## src/rtl/bus_cycle_capture.sv

```systemverilog
module bus_cycle_capture #(
  parameter int ADDR_W      = 24,
  parameter int DATA_W      = 16,
  parameter int SYNC_STAGES = 2
) (
  input  logic              clk,
  input  logic              rst_n,
  input  logic              cpu_clk,
  input  logic              as_n,
  input  logic              uds_n,
  input  logic              lds_n,
  input  logic              rd_wr,
  input  logic              vma_n,
  input  logic [2:0]        fc,
  input  logic              bgack_n,
  input  logic [ADDR_W-1:1] addr_hi,
  input  logic [DATA_W-1:0] data,
  output logic              rec_valid,
  output logic [ADDR_W-1:0] rec_addr,
  output logic [DATA_W-1:0] rec_data,
  output logic [7:0]        rec_status,
  output logic              rec_addr_only
);

  typedef struct packed {
    logic              cpu_clk;
    logic              as_n;
    logic [7:0]        stat;
    logic [ADDR_W-1:1] addr;
    logic [DATA_W-1:0] data;
  } pins_t;

  pins_t pin_now;
  pins_t pipe [SYNC_STAGES];
  pins_t cur;

  assign pin_now = '{cpu_clk: cpu_clk, as_n: as_n,
                     stat: {bgack_n, fc, vma_n, uds_n, lds_n, rd_wr},
                     addr: addr_hi, data: data};

  always_ff @(posedge clk) begin
    pipe[0] <= pin_now;
    for (int i = 1; i < SYNC_STAGES; i++) pipe[i] <= pipe[i-1];
  end

  assign cur = pipe[SYNC_STAGES-1];

  logic cpu_prev, as_prev, in_cycle;
  logic cpu_rise, as_rise, as_fall;

  assign cpu_rise = cur.cpu_clk & ~cpu_prev;
  assign as_rise  = cur.as_n & ~as_prev;
  assign as_fall  = ~cur.as_n & as_prev;

  always_ff @(posedge clk) begin
    cpu_prev <= cur.cpu_clk;
    as_prev  <= cur.as_n;
  end

  logic [ADDR_W-1:1] sh_addr;
  logic [7:0]        sh_stat;

  always_ff @(posedge clk) begin
    if (!rst_n) begin
      sh_addr  <= '0;
      sh_stat  <= '0;
      in_cycle <= 1'b0;
    end else begin
      if (cpu_rise) begin
        sh_addr <= cur.addr;
        sh_stat <= cur.stat;
      end
      if (as_fall)      in_cycle <= 1'b1;
      else if (as_rise) in_cycle <= 1'b0;
    end
  end

  always_ff @(posedge clk) begin
    if (!rst_n) begin
      rec_valid     <= 1'b0;
      rec_addr      <= '0;
      rec_data      <= '0;
      rec_status    <= '0;
      rec_addr_only <= 1'b0;
    end else begin
      rec_valid <= as_rise & in_cycle;
      if (as_rise && in_cycle) begin
        rec_addr      <= {sh_addr, sh_stat[2]};
        rec_data      <= cur.data;
        rec_status    <= sh_stat;
        rec_addr_only <= sh_stat[2] & sh_stat[1];
      end
    end
  end

endmodule

```

## config.mk

```make
export PLATFORM = sky130hd
export DESIGN_NAME = bus_cycle_capture
export DESIGN_NICKNAME = d
export VERILOG_FILES = /design/src/rtl/bus_cycle_capture.sv
export SDC_FILE = /design/constraint.sdc
export NUM_CORES = 1
export LEC_CHECK = 0
export CAP_MARGIN = 40
export CORE_AREA = 2 2 133 135
export DETAILED_ROUTE_END_ITERATION = 16
export DIE_AREA = 0 0 135 137
export DONT_BUFFER_PORTS = 1
export GPL_ROUTABILITY_DRIVEN = 0
export SLEW_MARGIN = 40
export SYNTH_ARGS = -nofsm -noshare
export SYNTH_HDL_FRONTEND = slang
export SYNTH_SLANG_ARGS = --single-unit
```

## constraint.sdc

```tcl
create_clock -name clk -period 2.23 [get_ports clk]
set_input_delay 0.1115 -clock clk [delete_from_list [all_inputs] [get_ports clk]]
set_output_delay 0.1115 -clock clk [all_outputs]
set_load 0.1 [all_outputs]
```

==> results of run 1 <==
==> logic make-up after synthesis <==
| kind of cell | synth area share |
|---|---|
| buf+inv | 0.0310 |
| simple gates | 0.125 |
| mux | 0.00199 |
| compound gates | 0.118 |
| fa+ha+maj | 0.00497 |
| flops | 0.719 |
==> area by class of cell <==
cell class / count / area, µm²
fillers: 1665 / 10300
flip-flops and latches: 181 / 3620
repair buffers: 106 / 938
well taps: 225 / 282
multi-input cells: 246 / 1260
inverters: 2 / 7.51
clock inverters: 10 / 121
clock buffers: 22 / 474
==> metal layers <==
layer	wire, µm	track usage
met5	0	0
met2	4820	0.184
met1	4200	0.125
met4	144	0.0515
met3	474	0.0411
==> path summary, 6_finish.rpt <==
path	startpoint	slack (ns)	cells after the start	to
worst min-delay path	rst_n	0.08	2	sh_addr[17]
worst max-delay path	as_prev	0.68	6	rec_addr[20]
worst min register to register	pipe[0][22]	0.33	0	pipe[0][71]
worst max register to register	as_prev	0.68	6	rec_addr[20]
==> Yosys cell counts <==
cell type	n
nand2_1	158
buf_6	3
inv_1	2
buf_2	11
a21boi_0	29
buf_4	4
a21boi_1	50
nor2b_1	2
nand3_1	1
nand2b_1	1
mux2i_1	1
and3_1	1
dfxtp_1	181
ha_1	2
and2_2	1
clkbuf_1	8
==> registers in the layout, indices dropped and copies added (netlist names) <==
signal,flops
in_cycle,1
rec_valid,1
as_prev,1
rec_data,16
rec_addr,24
sh_stat,8
rec_status,7
pipe,98
sh_addr,23
rec_addr_only,1
cpu_prev,1
==> through the flow <==
step	setup slack [ns]	instance area (µm²)	total power (µW)	hold slack (ns)
2_1_floorplan	0.745	5040	3600	0.139
3_3_place_gp	0.727	5600	3620	0.139
3_5_place_dp	0.658	5600	3620	0.139
4_1_cts	0.651	6710	6680	0.0696
5_1_grt	0.514	6710	6830	0.0971
6_report	0.684	6710	6580	0.0788
==> critical path, cell delays in order, from the launching register on <==
cell	delay, ns
dfxtp_1	0.33
inv_1	0.05
ha_1	0.20
nand2_2	0.36
buf_4	0.29
nand2_1	0.08
a21boi_1	0.16
==> repair_timing <==
item	in CTS	in global routing
endpoints found under the setup margin	0	0
hold endpoints to repair	130	0
hold buffers	50	0
setup buffers	0	0
==> power breakdown <==
part / switching, µW / internal (µW)
combinational: 121 / 115
sequential: 40.0 / 3360
clock: 1200 / 1750
==> impl_metrics.ini, run 1 <==
[setup_path]
crit_fanout = 21
critPathArrivalTime_ns = 1.89
critPathCaptureType = flop
setup.worst_path.start_class = flop
cp.required_ns = 2.57
critPathKind = reg -> reg

[synthesis]
synth-seq-cells = 181
synth_cells = 455
ys_seq_area_frac = 0.719
yosysTopAreaCellShare = 0.719
synth_area_leaders = dfxtp_1 (72%), nand2_1 (12%), a21boi_1 (7.4%)
yosysWarnings = 0
synth_largest_area_cell = dfxtp_1
synthesis.nets = 508
synth_cell_types = 16
avgSynthCellArea_um2 = 11.1
syn_area_um2 = 5040

[cts]
cts_resized = 0
clk_pin_slew_ns = 0.06
htreeDepth = 4
numCtsBuffers = 17
cts_tree = yes
clock_path_buffers = 2
root_buffer = clkbuf_16
clock_latency_ns = 0.42
clock_sinks = 181

[final_layout]
syn_to_final_growth_pct = 33.2
instances_no_fill = 792
nets = 607
final_common_cell = dfxtp_1
fin_util = 0.393
drive_gt1_frac = 0.160
final_cell_mix = dfxtp_1 (180), nand2_1 (157), buf_4 (56)
antenna_cells = 0

[run]
cap_violations = 0

[sta]
period_minus_slack_ns = 1.55
fin_crit_sh = 0.693
finalMaxSlewViolations = 0
setup_viol_count_final = 0
max-slew-margin-rel = 0.573
tightest_slew_ns = 0.637
max_freq_mhz = 647
hold_viol = 0
setup-tns-final_ns = 0
rsz0062_at_grt = no
clock_skew_ns = 0.00652

[routing]
drt_iter0_markers = 151
routedWlPerCell_um = 12.2
postRouteWirelength_mm = 9.64
drc_errors = 0
drtPass1Iterations = 4
viasPerCell = 4.07
vias = 3224
antenna_left = 0

[global_route]
grt_util_all_layers = 0.110
grt_max_degree = 82
grt_pass1_wl_mm = 15.4
antenna_found_initial = 0
grt.overflow.total = 0
grt_pass1_vias = 3163

[die]
dieArea_um2 = 18500
die_w_um = 135
fp.coreArea_um2 = 17100
initial_core_util = 0.295
die_y_um = 137
pin_count = 101
rows = 48

[power_and_ir_drop]
ir_drop_mv = 0.516
p_leak_uw = 0.00264
power.density_nw_per_um2 = 981

[place]
dpl.cell_count = 710
dp_hpwl_mm = 6.31
port_buffers = 0

[min_path]
min_path_type = in -> reg

[outcome]
outcome = finished, final reports clean
No activity file was read; power rests on OpenSTA's default activity.
==> inputs of run 2 (changes only) <==
--- a/config.mk
+++ b/config.mk
@@ -5,10 +5,11 @@
 export SDC_FILE = /design/constraint.sdc
 export NUM_CORES = 1
 export LEC_CHECK = 0
+export ABC_AREA = 1
 export CAP_MARGIN = 40
-export CORE_AREA = 2 2 133 135
+export CORE_AREA = 2 2 134 136
 export DETAILED_ROUTE_END_ITERATION = 16
-export DIE_AREA = 0 0 135 137
+export DIE_AREA = 0 0 136 138
 export DONT_BUFFER_PORTS = 1
 export GPL_ROUTABILITY_DRIVEN = 0
 export SLEW_MARGIN = 40
==> constraint.sdc (replaced) <==
create_clock -name clk -period 1.3 [get_ports clk]
set_input_delay 0.065 -clock clk [delete_from_list [all_inputs] [get_ports clk]]
set_output_delay 0.065 -clock clk [all_outputs]
set_load 0.1 [all_outputs]
==> impl_metrics.ini, run 2 <==
[min_path]
min_path_type = in -> reg

[cts]
clock_path_buffers = 2
clock_sinks = 181
root_buffer = clkbuf_16
clock_latency_ns = 0.42
numCtsBuffers = 17
cts_tree = yes
htreeDepth = 4
hold_buffers = 50
clk_pin_slew_ns = 0.06

[synthesis]
synthMuxAreaShare = 0
synthSimpleGateAreaFrac = 0.174
synth-edff-count = 0
ys_seq_area_frac = 0.713
synth_area_leaders = dfxtp_1 (71%), nor2_1 (12%), o21ai_0 (4.7%)
synth_top_family_by_area = simple AND/OR/NAND/NOR gates
synthArstFlopShare = 0
synth_largest_area_cell = dfxtp_1
syn_area_um2 = 5080
synthesis.nets = 578
synth_cell_types = 15
synthXorXnorAreaFrac = 0
synth-seq-cells = 181
yosysWarnings = 0
synth_most_common_cell = dfxtp_1
ys.flop_type = dfxtp_1
synth_fa_ha_area_frac = 0.00492
synth-compound-area-share = 0.0492
synthTopCellsByCount = dfxtp_1 (181), nor2_1 (158), o21ai_0 (48)
avgSynthCellArea_um2 = 9.68
synth_cells = 525
yosysTopAreaCellShare = 0.713

[final_layout]
nets = 678
antenna_cells = 0
final_common_cell = dfxtp_1
largest_reg_flops = 98
largestRegisters = pipe: 98 flops, rec_addr: 24 flops, sh_addr: 23 flops
largest_register = pipe
syn_to_final_growth_pct = 35.0
drive_gt1_frac = 0.155
final_cell_mix = dfxtp_1 (180), nor2_1 (155), buf_4 (55)
instances_no_fill = 867

[routing]
postRouteWirelength_mm = 9.95
drtPass1Iterations = 4
drt_iter0_markers = 127
drc_errors = 0
routedWlPerCell_um = 11.5
viasPerCell = 3.94
vias = 3417
antenna_left = 0

[setup_path]
critPathArrivalTime_ns = 1.50
cp.required_ns = 1.61
setup.worst_path.start_class = flop
crit_fanout = 16
critPathKind = reg -> reg
critPathCaptureType = flop

[sta]
rsz0062_at_grt = no
max_freq_mhz = 846
period_minus_slack_ns = 1.18
setup-tns-final_ns = 0
clock_skew_ns = 0.00730
setup_viol_count_final = 0
tightest_slew_ns = 0.301
whs_ns = -0.225
finalMaxSlewViolations = 0
hold_viol = 80
fin_crit_sh = 0.910
max-slew-margin-rel = 0.801

[outcome]
outcome = finished with violations
failed_checks = hold timing

[global_route]
grt_max_degree = 82
grt_pass1_vias = 3239
grt.overflow.total = 0
antenna_found_initial = 0
grt_pass1_wl_mm = 16.1
grt_util_all_layers = 0.114

[power_and_ir_drop]
ir_drop_mv = 0.872
p_int_uw = 9320
power.switching_uw = 2930
switching_share = 0.239
clkPwrFrac = 0.433
power.density_nw_per_um2 = 1790
pwr-share-comb = 0.083
seqPwrFrac = 0.484
p_leak_uw = 0.00301

[run]
cap_violations = 0

[die]
die_w_um = 136
pin_count = 101
rows = 49
fp.coreArea_um2 = 17500
dieArea_um2 = 18800
die_y_um = 138
initial_core_util = 0.290

[place]
port_buffers = 0
dpl.cell_count = 785
dp_hpwl_mm = 6.25
[run 2: metal layers]
layer	wire length [µm]	global-route usage
met1	4530	0.132
met2	4690	0.182
met3	537	0.0480
met4	189	0.0526
met5	0	0
[run 2: repair_timing]
item / CTS / global route
endpoints found under the setup margin: 0 / 5
resized for setup: 0 / 4
endpoints found under the hold margin: 130 / 80
buffers inserted: 0 / 0
[run 2: power groups by stage]
stage	clock network (µW)	logic, µW	registers, µW
2_1_floorplan	0	331	6450
3_3_place_gp	0	899	6060
3_5_place_dp	0	904	6070
4_1_cts	5510	1020	5940
5_1_grt	5780	1100	5960
6_report	5300	1010	5940
[run 2: stage by stage]
| stage | setup WS [ns] | area [µm²] | hold slack, ns | total power (µW) | util |
|---|---|---|---|---|---|
| final | 0.117 | 6860 | -0.225 | 12300 | 0.391 |
| after global routing | 0.000752 | 6860 | -0.264 | 12800 | 0.391 |
| after CTS | 0.0809 | 6850 | -0.263 | 12500 | 0.391 |
| after detailed placement | 0.105 | 5730 | 0.0928 | 6970 | 0.327 |
| after global placement | 0.0863 | 5730 | 0.0928 | 6960 | 0.327 |
| after floorplan | 0.0164 | 5080 | 0.0927 | 6780 | - |
[run 2: worst paths after layout]
| kind | start | to | slack (ns) | cells after the start |
|---|---|---|---|---|
| hold reg to reg | pipe[0][12] | pipe[0][61] | 0.33 | 0 |
| setup reg to reg | pipe[0][96] | rec_data[5] | 0.12 | 5 |
| setup / recovery | pipe[0][96] | rec_data[5] | 0.12 | 5 |
| hold / removal | rst_n | sh_addr[16] | -0.22 | 2 |
[run 2: area by class of cell]
cell class / instances / area [µm²]
sequential: 181 / 3620
multi-input combinational: 276 / 1170
tap: 229 / 287
fill: 1827 / 10700
clock buffer: 20 / 457
clock inverter: 12 / 166
inverter: 39 / 146
timing repair buffer: 110 / 1010
[run 2: kinds of logic (layout without fill, tap and decap cells)]
group | after synthesis | after routing
AOI/OAI and AO/OA | 50 | 50
adders and majority gates | 2 | 2
buffers and inverters | 68 | 181
DFF | 181 | 181
and+or+nand+nor | 224 | 224
[run 2: critical path, stage by stage, from the launching register on]
cell     delay (ns)
dfxtp_1        0.36
ha_1           0.17
nand2_2        0.09
buf_4          0.21
o21ai_0        0.18
nor2_1         0.05
==> inputs of run 3 (changes only) <==
--- a/config.mk
+++ b/config.mk
@@ -6,10 +6,10 @@
 export NUM_CORES = 1
 export LEC_CHECK = 0
 export ABC_AREA = 1
-export CAP_MARGIN = 40
-export CORE_AREA = 2 2 134 136
+export CAP_MARGIN = 20
+export CORE_AREA = 2 2 124 126
 export DETAILED_ROUTE_END_ITERATION = 16
-export DIE_AREA = 0 0 136 138
+export DIE_AREA = 0 0 126 128
 export DONT_BUFFER_PORTS = 1
 export GPL_ROUTABILITY_DRIVEN = 0
 export SLEW_MARGIN = 40
==> constraint.sdc (replaced) <==
create_clock -name clk -period 1 [get_ports clk]
set_input_delay 0.05 -clock clk [delete_from_list [all_inputs] [get_ports clk]]
set_output_delay 0.05 -clock clk [all_outputs]
set_load 0.1 [all_outputs]
==> impl_metrics.ini, run 3 (synthesized netlist as in run 2, its figures left out) <==
[outcome]
outcome = finished with violations
failed_checks = hold timing, setup timing

[sta]
max-slew-margin-rel = 0.809
fin_crit_sh = 1.11
setup_viol_count_final = 97
period_minus_slack_ns = 1.11
max_freq_mhz = 901
finalMaxSlewViolations = 0
finalWorstSetupSlack_ns = -0.109
tightest_slew_ns = 0.283
clock_skew_ns = 0.00741
whs_ns = -0.256
rsz0062_at_grt = yes
hold_viol = 80

[setup_path]
critPathKind = reg -> reg
cp.required_ns = 1.31
critPathCaptureType = flop
critPathArrivalTime_ns = 1.42
crit_fanout = 11
setup.worst_path.start_class = flop

[final_layout]
final_common_cell = dfxtp_1
antenna_cells = 0
largest_register = pipe
largest_reg_flops = 98
drive_gt1_frac = 0.369
seq_area_um2 = 3730
final_cell_mix = dfxtp_1 (128), nor2_1 (107), buf_12 (53)
fill_cells = 1260
nets = 707
largestRegisters = pipe: 98 flops, rec_addr: 24 flops, sh_addr: 23 flops
syn_to_final_growth_pct = 59.2
multiInputGateArea_um2 = 1410
instances_no_fill = 855

[cts]
clock_sinks = 181
cts_tree = yes
numCtsBuffers = 17
clock_path_buffers = 2
clock_latency_ns = 0.42
hold_buffers = 50
htreeDepth = 4
root_buffer = clkbuf_16
clk_pin_slew_ns = 0.06

[global_route]
grt_pass1_vias = 3627
grt.overflow.total = 0
grt_max_degree = 82
antenna_found_initial = 0
grt_pass1_wl_mm = 17.0
grt_util_all_layers = 0.137

[routing]
antenna_left = 0
drc_errors = 0
vias = 3649
drtPass1Iterations = 4
postRouteWirelength_mm = 11.1
routedWlPerCell_um = 13.0
drt_iter0_markers = 158
viasPerCell = 4.27

[die]
die_y_um = 128
pin_count = 101
rows = 45
fp.coreArea_um2 = 14900
die_w_um = 126
dieArea_um2 = 16100
initial_core_util = 0.342

[min_path]
min_path_type = in -> reg

[power_and_ir_drop]
power.density_nw_per_um2 = 2010
power.switching_uw = 3950
seqPwrFrac = 0.479
switching_share = 0.243
p_int_uw = 12300
pwr-share-comb = 0.107
clkPwrFrac = 0.414
p_leak_uw = 0.00344
ir_drop_mv = 1.18

[place]
dpl.cell_count = 747
post-place-ws_ns = -0.173
dp_hpwl_mm = 6.20
port_buffers = 0

[run]
cap_violations = 0
## run 3: what timing repair did
item / in CTS / in global routing
setup endpoints to repair: 130 / 128
resized for setup: 193 / 106
buffers inserted: 8 / 13
endpoints found under the hold margin: 130 / 80
cloned: 2 / 3
pin swaps: 0 / 28
## run 3: stage by stage
| stage | total power, µW | cell area, µm² | util | hold WS, ns | TNS, ns |
|---|---|---|---|---|---|
| floorplan | 8840 | 5170 | - | 0.0777 | -3.01 |
| global placement | 9060 | 5780 | 0.389 | 0.0778 | -4.76 |
| detailed placement | 9080 | 5780 | 0.389 | 0.0778 | -7.92 |
| CTS | 16300 | 7680 | 0.517 | -0.272 | -6.42 |
| global route | 16900 | 8090 | 0.544 | -0.270 | -10.67 |
| finish | 16300 | 8090 | 0.544 | -0.256 | -4.73 |
## run 3: final timing paths
check,start,to,slack [ns],depth (start not counted)
setup / recovery,as_prev,rec_status[6],-0.11,7
hold / removal,rst_n,rec_addr[22],-0.26,2
setup reg to reg,as_prev,rec_status[6],-0.11,7
hold reg to reg,pipe[0][11],pipe[0][60],0.32,0
## run 3: routing by layer
| layer | up-vias | track usage | part of all wire |
|---|---|---|---|
| li1 | 1877 | - | - |
| met1 | 1678 | 0.147 | 0.41 |
| met2 | 73 | 0.244 | 0.54 |
| met3 | 21 | 0.0384 | 0.033 |
| met4 | 0 | 0.0711 | 0.025 |
| met5 | - | 0 | 0 |
## run 3: final cells by class
type                       instances  area share
sequential                       181       0.461
timing repair buffer             139       0.240
multi-input combinational        276       0.174
clock buffer                      20      0.0591
tap                              188      0.0291
inverter                          39      0.0193
clock inverter                    12      0.0175
## run 3: power by group through the flow
stage	registers, µW	logic, µW	clock network [µW]
final	7800	1740	6740
after global routing	7830	1840	7210
after CTS	7790	1580	6910
after detailed placement	7910	1170	0
after global placement	7900	1160	0
after floorplan	8410	432	0
## run 3: critical path: stages (launching register included)
cell,delay [ns]
dfxtp_2,0.33
inv_2,0.04
ha_4,0.16
nand2_8,0.10
inv_8,0.06
buf_12,0.15
nor2_2,0.09
nor2_1,0.06
